## src/rtl/exc_entry_pkg.sv

```systemverilog
package exc_entry_pkg;
   localparam int SR_FD_BIT  = 15;
   localparam int SR_IM_LO   = 4;
   localparam int SR_IM_W    = 4;
   localparam int SR_BL_BIT  = 28;
   localparam int SR_RB_BIT  = 29;
   localparam int SR_MD_BIT  = 30;

   typedef enum logic [1:0] {
      CLS_RESET   = 2'd0,
      CLS_TLB     = 2'd1,
      CLS_TRAP    = 2'd2,
      CLS_GENERAL = 2'd3
   } exc_class_e;
endpackage

```

## src/rtl/exc_arbiter.sv

```systemverilog
module exc_arbiter #(
   parameter int                 CODE_W    = 12,
   parameter logic [CODE_W-1:0]  PASS_CODE = 12'h1E0
) (
   input  logic              exc_valid,
   input  logic [CODE_W-1:0] exc_code,
   input  logic              irq_req,
   input  logic              irq_none,
   input  logic              blocked,
   input  logic              wake,
   output logic              take_exc,
   output logic              take_irq,
   output logic [CODE_W-1:0] eff_code,
   output logic              wake_clr
);
   logic irq_cand;

   // an interrupt is only a candidate when no exception is pending
   assign irq_cand = irq_req & ~exc_valid;
   assign take_exc = exc_valid;
   assign take_irq = irq_cand & (~blocked | wake) & ~irq_none;
   // while blocked, every code except the pass code degrades to reset
   assign eff_code = (blocked && (exc_code != PASS_CODE)) ? '0 : exc_code;
   assign wake_clr = blocked & (exc_valid | (irq_cand & wake));
endmodule

```

## src/rtl/exc_classify.sv

```systemverilog
module exc_classify
   import exc_entry_pkg::*;
#(
   parameter int                         CODE_W    = 12,
   parameter int                         NUM_RST   = 3,
   parameter logic [NUM_RST*CODE_W-1:0]  RST_CODES = {12'h140, 12'h020, 12'h000},
   parameter logic [CODE_W-1:0]          TLB_CODE_A = 12'h040,
   parameter logic [CODE_W-1:0]          TLB_CODE_B = 12'h060,
   parameter logic [CODE_W-1:0]          TRAP_CODE  = 12'h160
) (
   input  logic [CODE_W-1:0] code,
   output exc_class_e        cls
);
   logic [NUM_RST-1:0] rst_hit;

   for (genvar g = 0; g < NUM_RST; g++) begin : g_rst_cmp
      assign rst_hit[g] = (code == RST_CODES[g*CODE_W +: CODE_W]);
   end

   always_comb begin
      if (|rst_hit)                                  cls = CLS_RESET;
      else if (code == TLB_CODE_A || code == TLB_CODE_B) cls = CLS_TLB;
      else if (code == TRAP_CODE)                    cls = CLS_TRAP;
      else                                           cls = CLS_GENERAL;
   end
endmodule

```

## src/rtl/exc_target.sv

```systemverilog
module exc_target
   import exc_entry_pkg::*;
#(
   parameter int               XLEN       = 32,
   parameter int               FLAG_W     = 3,
   parameter logic [FLAG_W-1:0] SLOT_MASK = 3'b011,
   parameter logic [FLAG_W-1:0] CLR_MASK  = 3'b111,
   parameter int unsigned      INSN_BYTES = 2,
   parameter int unsigned      OFS_GEN    = 32'h100,
   parameter int unsigned      OFS_TLB    = 32'h400,
   parameter int unsigned      OFS_IRQ    = 32'h600,
   parameter logic [XLEN-1:0]  RESET_PC   = 32'hA000_0000
) (
   input  logic              take_exc,
   input  logic              take_irq,
   input  exc_class_e        cls,
   input  logic [XLEN-1:0]   sr,
   input  logic [XLEN-1:0]   pc,
   input  logic [XLEN-1:0]   vbr,
   input  logic [FLAG_W-1:0] flags,
   output logic [XLEN-1:0]   sr_n,
   output logic [XLEN-1:0]   pc_n,
   output logic [XLEN-1:0]   spc_n,
   output logic [FLAG_W-1:0] flags_n
);
   localparam logic [XLEN-1:0] STEP = XLEN'(INSN_BYTES);

   logic in_slot;
   logic is_trap;

   assign in_slot = |(flags & SLOT_MASK);
   assign is_trap = take_exc && (cls == CLS_TRAP);

   always_comb begin
      spc_n = pc;
      if (in_slot) spc_n = spc_n - STEP;
      if (is_trap) spc_n = spc_n + STEP;
   end

   assign flags_n = in_slot ? (flags & ~CLR_MASK) : flags;

   always_comb begin
      sr_n = sr;
      sr_n[SR_BL_BIT] = 1'b1;
      sr_n[SR_MD_BIT] = 1'b1;
      sr_n[SR_RB_BIT] = 1'b1;
      if (take_exc && cls == CLS_RESET) begin
         sr_n[SR_FD_BIT] = 1'b0;
         sr_n[SR_IM_LO +: SR_IM_W] = '1;
      end
   end

   always_comb begin
      if (take_irq)              pc_n = vbr + XLEN'(OFS_IRQ);
      else if (cls == CLS_RESET) pc_n = RESET_PC;
      else if (cls == CLS_TLB)   pc_n = vbr + XLEN'(OFS_TLB);
      else                       pc_n = vbr + XLEN'(OFS_GEN);
   end
endmodule

```

## src/rtl/exc_entry_seq.sv

```systemverilog
module exc_entry_seq
   import exc_entry_pkg::*;
#(
   parameter int               XLEN       = 32,
   parameter int               CODE_W     = 12,
   parameter int               FLAG_W     = 3,
   parameter logic [FLAG_W-1:0] SLOT_MASK = 3'b011,
   parameter logic [FLAG_W-1:0] CLR_MASK  = 3'b111,
   parameter logic [CODE_W-1:0] PASS_CODE = 12'h1E0,
   parameter int unsigned      OFS_IRQ    = 32'h600,
   parameter logic [XLEN-1:0]  RESET_PC   = 32'hA000_0000
) (
   input  logic              clk_i,
   input  logic              rst_ni,
   input  logic              exc_valid_i,
   input  logic [CODE_W-1:0] exc_code_i,
   input  logic              irq_req_i,
   input  logic              irq_none_i,
   input  logic [CODE_W-1:0] irq_vec_i,
   input  logic              wake_i,
   input  logic [XLEN-1:0]   sr_i,
   input  logic [XLEN-1:0]   pc_i,
   input  logic [XLEN-1:0]   r15_i,
   input  logic [XLEN-1:0]   vbr_i,
   input  logic [FLAG_W-1:0] flags_i,
   output logic              taken_o,
   output logic              wake_clr_o,
   output logic [XLEN-1:0]   ssr_o,
   output logic [XLEN-1:0]   spc_o,
   output logic [XLEN-1:0]   sgr_o,
   output logic [XLEN-1:0]   sr_o,
   output logic [XLEN-1:0]   pc_o,
   output logic [CODE_W-1:0] expevt_o,
   output logic [CODE_W-1:0] intevt_o,
   output logic [FLAG_W-1:0] flags_o
);
   if (XLEN < 32) begin : g_bad_xlen
      $error("exc_entry_seq: XLEN must hold the status bits up to 30");
   end
   if (CODE_W < 9) begin : g_bad_code
      $error("exc_entry_seq: CODE_W too narrow for the cause codes");
   end
   if (FLAG_W < 2) begin : g_bad_flag
      $error("exc_entry_seq: FLAG_W must cover both delay-slot kinds");
   end

   logic              take_exc, take_irq, wclr;
   logic [CODE_W-1:0] eff_code;
   exc_class_e        cls;
   logic [XLEN-1:0]   sr_n, pc_n, spc_n;
   logic [FLAG_W-1:0] flags_n;
   logic              take_any;

   exc_arbiter #(.CODE_W(CODE_W), .PASS_CODE(PASS_CODE)) u_arb (
      .exc_valid (exc_valid_i),
      .exc_code  (exc_code_i),
      .irq_req   (irq_req_i),
      .irq_none  (irq_none_i),
      .blocked   (sr_i[SR_BL_BIT]),
      .wake      (wake_i),
      .take_exc  (take_exc),
      .take_irq  (take_irq),
      .eff_code  (eff_code),
      .wake_clr  (wclr)
   );

   exc_classify #(.CODE_W(CODE_W)) u_cls (
      .code (eff_code),
      .cls  (cls)
   );

   exc_target #(
      .XLEN(XLEN), .FLAG_W(FLAG_W), .SLOT_MASK(SLOT_MASK), .CLR_MASK(CLR_MASK),
      .OFS_IRQ(OFS_IRQ), .RESET_PC(RESET_PC)
   ) u_tgt (
      .take_exc (take_exc),
      .take_irq (take_irq),
      .cls      (cls),
      .sr       (sr_i),
      .pc       (pc_i),
      .vbr      (vbr_i),
      .flags    (flags_i),
      .sr_n     (sr_n),
      .pc_n     (pc_n),
      .spc_n    (spc_n),
      .flags_n  (flags_n)
   );

   assign take_any = take_exc | take_irq;

   always_ff @(posedge clk_i) begin
      if (!rst_ni) begin
         taken_o    <= 1'b0;
         wake_clr_o <= 1'b0;
         ssr_o      <= '0;
         spc_o      <= '0;
         sgr_o      <= '0;
         sr_o       <= '0;
         pc_o       <= '0;
         expevt_o   <= '0;
         intevt_o   <= '0;
         flags_o    <= '0;
      end else begin
         taken_o    <= take_any;
         wake_clr_o <= wclr;
         if (take_any) begin
            ssr_o   <= sr_i;
            spc_o   <= spc_n;
            sgr_o   <= r15_i;
            sr_o    <= sr_n;
            pc_o    <= pc_n;
            flags_o <= flags_n;
         end
         if (take_exc) expevt_o <= eff_code;
         if (take_irq) intevt_o <= irq_vec_i;
      end
   end

   assert_exc_wins_R1: assert property (@(posedge clk_i) disable iff (!rst_ni)
      exc_valid_i |=> taken_o && $stable(intevt_o));

   assert_blocked_reset_R2: assert property (@(posedge clk_i) disable iff (!rst_ni)
      (exc_valid_i && sr_i[SR_BL_BIT] && exc_code_i != PASS_CODE)
      |=> (expevt_o == '0) && (pc_o == RESET_PC));

   assert_irq_held_off_R3: assert property (@(posedge clk_i) disable iff (!rst_ni)
      (irq_req_i && !exc_valid_i && sr_i[SR_BL_BIT] && !wake_i)
      |=> !taken_o && $stable(pc_o) && $stable(intevt_o));

   assert_wake_clear_R4: assert property (@(posedge clk_i) disable iff (!rst_ni)
      (sr_i[SR_BL_BIT] && exc_valid_i) |=> wake_clr_o);

   assert_no_vector_R5: assert property (@(posedge clk_i) disable iff (!rst_ni)
      (irq_req_i && !exc_valid_i && irq_none_i) |=> !taken_o && $stable(sr_o));

   assert_state_saved_R6: assert property (@(posedge clk_i) disable iff (!rst_ni)
      exc_valid_i |=> (ssr_o == $past(sr_i)) && (sgr_o == $past(r15_i))
                      && sr_o[SR_BL_BIT] && sr_o[SR_MD_BIT] && sr_o[SR_RB_BIT]);

   assert_irq_entry_R12: assert property (@(posedge clk_i) disable iff (!rst_ni)
      (irq_req_i && !exc_valid_i && !irq_none_i && !sr_i[SR_BL_BIT])
      |=> taken_o && (intevt_o == $past(irq_vec_i))
          && (pc_o == $past(vbr_i) + XLEN'(OFS_IRQ)) && $stable(expevt_o));

   assert_idle_hold_R13: assert property (@(posedge clk_i) disable iff (!rst_ni)
      (!exc_valid_i && !irq_req_i)
      |=> !taken_o && $stable(pc_o) && $stable(sr_o) && $stable(spc_o) && $stable(ssr_o));
endmodule

```

## config.mk

```make
export PLATFORM = sky130hd
export DESIGN_NAME = exc_entry_seq
export DESIGN_NICKNAME = d
export VERILOG_FILES = /design/src/rtl/exc_entry_pkg.sv /design/src/rtl/exc_arbiter.sv /design/src/rtl/exc_classify.sv /design/src/rtl/exc_target.sv /design/src/rtl/exc_entry_seq.sv
export SDC_FILE = /design/constraint.sdc
export NUM_CORES = 1
export LEC_CHECK = 0
export BUFFER_PORTS_ARGS = -buffer_cell sky130_fd_sc_hd__buf_2
export CAP_MARGIN = 20
export CORE_MARGIN = 8
export CORE_UTILIZATION = 40
export DETAILED_ROUTE_END_ITERATION = 16
export PLACE_DENSITY = 0.68
export REMOVE_ABC_BUFFERS = 1
export SETUP_SLACK_MARGIN = 0.3
export SLEW_MARGIN = 30
export SYNTH_ARGS = -nofsm -noshare
export SYNTH_HDL_FRONTEND = slang
export SYNTH_SLANG_ARGS = --single-unit
export TNS_END_PERCENT = 30
```

## constraint.sdc

```tcl
create_clock -name clk_i -period 5.7 [get_ports clk_i]
set_input_delay 1.14 -clock clk_i [delete_from_list [all_inputs] [get_ports clk_i]]
set_output_delay 1.14 -clock clk_i [all_outputs]
set_load 0.1 [all_outputs]
```

-- After elaboration in Yosys (flattened, before gate mapping)
Index checks and enable logic that the tools add are counted.
W data, S select, Z words.
- latch bits: 0
- memory bits (read-only): 0
- output and inout bits: 189
- memories kept: 0
- bits in writable memories: 0
- flip-flop bits (word level): 189
- shifts and indexed selects: 0
- reduce and logical (&&, ||, !) cells: 8
- bitwise logic cells: 11
- div/mod/pow operators: 0
- mux-type cells: 12
- $lt $le $gt $ge: 0
- multiply operators: 0
- add/sub/neg operators: 5
- equality and inequality tests: 8
- operators with widths (cell ; count):
    $mux W32 ; 5
    $add A32 B11 Y32 const B ; 2
    $add A32 B2 Y32 const B ; 1
    $add A32 B9 Y32 const B ; 1
    $sub A32 B2 Y32 const B ; 1
    $eq A12 B7 Y1 const B ; 2
    $eq A12 B9 Y1 const B ; 2
    $eq A12 B6 Y1 const B ; 1
    $logic_not A12 Y1 ; 1
    $mux W12 ; 1
    $ne A12 B9 Y1 const B ; 1
    $and A1 B1 Y1 ; 5
    $mux W2 ; 2
    $mux W4 ; 1
    $logic_and A1 B1 Y1 ; 3
    $mux W3 ; 1
    $not A1 Y1 ; 3
    $or A1 B1 Y1 ; 3
    $reduce_or A3 Y1 ; 1
    $eq A2 B1 Y1 const B ; 1
    $eq A2 B2 Y1 const B ; 1
    $logic_not A2 Y1 ; 1
    $mux W1 ; 2
    $reduce_or A2 Y1 ; 1
    $logic_or A1 B1 Y1 ; 1

-- Depth between registers and ports, before layout
- word-level depth: 11
- depth in mapped cells: 12

-- By module
A second synthesis with hierarchy kept.
- cells, all modules: 1353
- area total of the unflattened synthesis: 10896.7 um2
- modules (own cells, without submodules) (module ; sequential area each (um2) ; cells each ; instances ; area each (um2)):
    exc_entry_seq ; 3783.6 ; 826 ; 1 ; 7443.4
    exc_target ; 0.0 ; 491 ; 1 ; 3205.6
    exc_arbiter ; 0.0 ; 28 ; 1 ; 197.7
    exc_classify ; 0.0 ; 8 ; 1 ; 50.0

-- Least setup slack after synthesis
Ideal clock, no wire load.
- kind: input -> register
- start: input port pc_i[13]
- end: register spc_o[25]
- data required time: 5.581 ns
- data arrival time: 4.008 ns
- cell stages on the path: 9
- path slack: 1.573 ns
- path through: buf_6 > or4_4 > or4_4 > or4_4 > a211o_1 > a21oi_4 > nand2_4 > or4_1 > a32o_1
- cells in the longest elaborated chain, start to end: 4
- RTL lines (item ; line ; source):
    start, declared ; exc_entry_seq.sv:22 ; input logic [XLEN-1:0] pc_i,
    $sub A32 B2 Y32 ; exc_target.sv:36 ; if (in_slot) spc_n = spc_n - STEP;
    $mux W32 * ; exc_target.sv:36 ;
    $add A32 B2 Y32 ; exc_target.sv:37 ; if (is_trap) spc_n = spc_n + STEP;
    $mux W32 * ; exc_target.sv:37 ;
    end signal, assigned ; exc_entry_seq.sv:108 ; spc_o <= spc_n;
    end, declared ; exc_entry_seq.sv:29 ; output logic [XLEN-1:0] spc_o,
Mark *: on every way between the ends. The rest lies on a longest branch, timed or not.
A chain may end at the register's enable or synchronous reset.

-- Final worst setup path
- start: input port pc_i[1]
- end: register spc_o[31]
Same word-level chain as after synthesis.

==> results.yml <==
timing:
  period_share_pct: 71.83
  grt_setup_unrepaired: "false"
  finalSetupTns_ns: 0
  maxClockFrequency_mhz: 244.2
  final-hold-violation-count: 0
  layout_min_cycle_time_ns: 4.094
  skew_ns: 0
  tightest_slew_ns: 0.8966
  fin_ws_ns: 1.606
  finalMaxSlewViolations: 0
  setup_viol: 0
  slew_headroom_pct: 39.77
setup_path:
  rr_endpoint: "pc_o[30]"
  worstPathMaxFanout: 12
  crit_chain: "buf_2, nor3_1, nand3_1, nor2_1, o2111ai_1, and2_1, or4_1, or4_1, o211ai_1"
  cp.required_ns: 6.05
  slowest_delay_ns: 0.59
  crit_path_top_delay_cell: "or4_1"
  crit_family: "simple AND/OR/NAND/NOR gates"
  reg2regPathDepth: 2
  r2r_start: "pc_o[30]"
  end_kind: "register"
  reg2reg_slack_ns: 4.75
  critPathBufInv: 1
  critPathLaunchType: "input port"
  critPathKind: "input port to register"
  cpMostUsedCell: "or4_1"
  cp.arrival_ns: 4.44
detailed_routing:
  wl_mm: 30.88
  ant_nets: 0
  drcViolationCount: 0
  dr.pass1.iters: 5
  wl_per_cell_um: 18.58
  via_count: 8898
  dr_wl_met2_mm: 14.46
  wl_met3_mm: 2.612
  vias_per_cell: 5.354
  drtIter0Drc: 621
  wl_met1_mm: 13.17
  topRoutingLayerUsed: "met5"
clock_network:
  ctsHoldBuffers: 0
  ctsResizeCount: 0
  cts_tree: "done"
  post-cts-setup-buffer-count: 0
  clockBufferDepth: 2
  insertion_delay_ns: 0.43
  clk_pin_slew_worst_paths_ns: 0.07
  clockRootBuffer: "clkbuf_16"
  h-tree-depth: 4
  numCtsBuffers: 17
  cts_sinks: 163
synthesis:
  synth_top_area_share_pct: 38.79
  ys_ff_latch: 163
  syn_area_per_cell_sq_um: 7.703
  synth_cell_types: 71
  synth_area_leaders: "dfxtp_1, nand2_1, a21oi_1, xnor2_1, nor2_1"
  ys_async_sr_fraction_pct: 0
  synth-edff-count: 0
  yosys.area.top_type: "dfxtp_1"
  post_synth_instance_area_sq_um: 8412
  synth-main-ff-cell: "dfxtp_1"
  yosys_warnings: 0
  netlist_instances: 1092
  yosysSeqAreaShare_pct: 38.79
hold_path:
  min_to: "pc_o[29]"
  holdPathStages: 2
  worstHoldStart: "pc_o[29]"
  hp-class: "register to register"
cells_and_area:
  finalNetCount: 1541
  final_cells: 1662
  most-common-layout-cells: "buf_2, nand2_1, dfxtp_1"
  final_util_pct: 51.31
  final_common_cell: "buf_2"
  layout-drive-gt1-share_pct: 30.38
  syn_to_final_growth_pct: 27.01
pwr:
  p_leak_nw: 4.727
  irDropWorstVdd_mv: 0.2021
  power_density_nw_per_um2: 321.4
  total_power_mw: 3.434
global_routing:
  grt_pass1_vias: 8472
  track_usage_pct: 22.52
  grt_overflow: 0
  antenna_found_initial: 4
  grt_pass1_wl_mm: 47.42
  grt_max_degree: 74
floorplanning:
  rows: 53
  die_w_um: 161.0
  start_util_pct: 40.40
  design.core.area_sq_um: 20820
  die_y_um: 161.0
  die_area_sq_um: 25930
  ios: 350
placement:
  place_inst: 1629
  port_buffers: 349
  dp_hpwl_mm: 23.49
  place_ws_ns: 1.254
  gp_congestion: 0.9313
outcome:
  status: "finished, final reports clean"
run:
  cap_viol_max_count: 0
==> worst register-to-register path, cell delays in order (launching register included) <==
cell	delay (ns)
dfxtp_1	0.38
nor2_1	0.06
a2111oi_0	0.38
==> cell type report <==
| class | instances | area, sq um |
|---|---|---|
| diodes | 1 | 2.502 |
| clock buffers | 17 | 425.4 |
| clock inverters | 15 | 181.4 |
| fillers | 2122 | 10140 |
| inverters | 16 | 62.56 |
| multi-input cells | 815 | 4563 |
| flip-flops and latches | 163 | 3263 |
| well taps | 275 | 344.1 |
| repair buffers | 360 | 1842 |
==> flip-flops by register name, summed over array words and instances, names as in the netlist, 3 cells and up <==
register  flops
ssr_o        32
intevt_o     12
sgr_o        32
pc_o         32
sr_o          6
expevt_o     12
flags_o       3
spc_o        32
==> report_power, final <==
| part | total, mW | switching, mW | internal (mW) |
|---|---|---|---|
| logic | 1.02 | 0.837 | 0.181 |
| clock network | 1.17 | 0.574 | 0.596 |
| registers | 1.25 | 0.0377 | 1.21 |
==> synth_stat cells, types with 21 or more instances <==
master	number
a21oi_1	123
buf_4	27
clkbuf_1	53
dfxtp_1	163
nand2_1	238
nand3_1	25
nor2_1	65
nor3_1	26
o21ai_0	47
xnor2_1	32
xor2_1	21
==> cell families (layout without fill, tap and decap cells) <==
kind of cell               after synthesis  count (layout)  synth area share [%]
other                                    0               1                     0
muxes                                    2               2                0.2529
buffers and inverters                  114             408                 7.214
DFF                                    163             163                 38.79
adders and majority gates                7               7                 1.041
AOI/OAI and AO/OA                      268             268                 19.60
xor gates and xnor gates                53              53                 5.518
and+or+nand+nor                        485             485                 27.58
==> worst max path at each step <==
stage / start / end / slack, ns / cells past startpoint
floorplan: sr_i[28] / spc_o[11] / 0.35 / 5
global placement: pc_i[15] / spc_o[25] / 1.34 / 9
detailed placement: pc_i[1] / spc_o[31] / 1.25 / 9
CTS: pc_i[1] / spc_o[31] / 1.71 / 9
global route: pc_i[1] / spc_o[26] / 1.33 / 9
finish: pc_i[1] / spc_o[31] / 1.61 / 9
==> metal layers <==
layer	track usage, %	vias up
met5	0	-
met4	6.313	6
met3	7.610	42
met2	37.11	340
met1	27.51	4123
li1	-	4387
==> through the flow <==
step / instance area [sq um] / hold slack (ns)
2_1_floorplan: 7865 / 0.8880
3_3_place_gp: 10070 / 0.4316
3_5_place_dp: 10070 / 0.4363
4_1_cts: 10680 / 0.4468
5_1_grt: 10680 / 0.4634
6_report: 10680 / 0.4453
No activity file was read; power rests on OpenSTA's default activity.
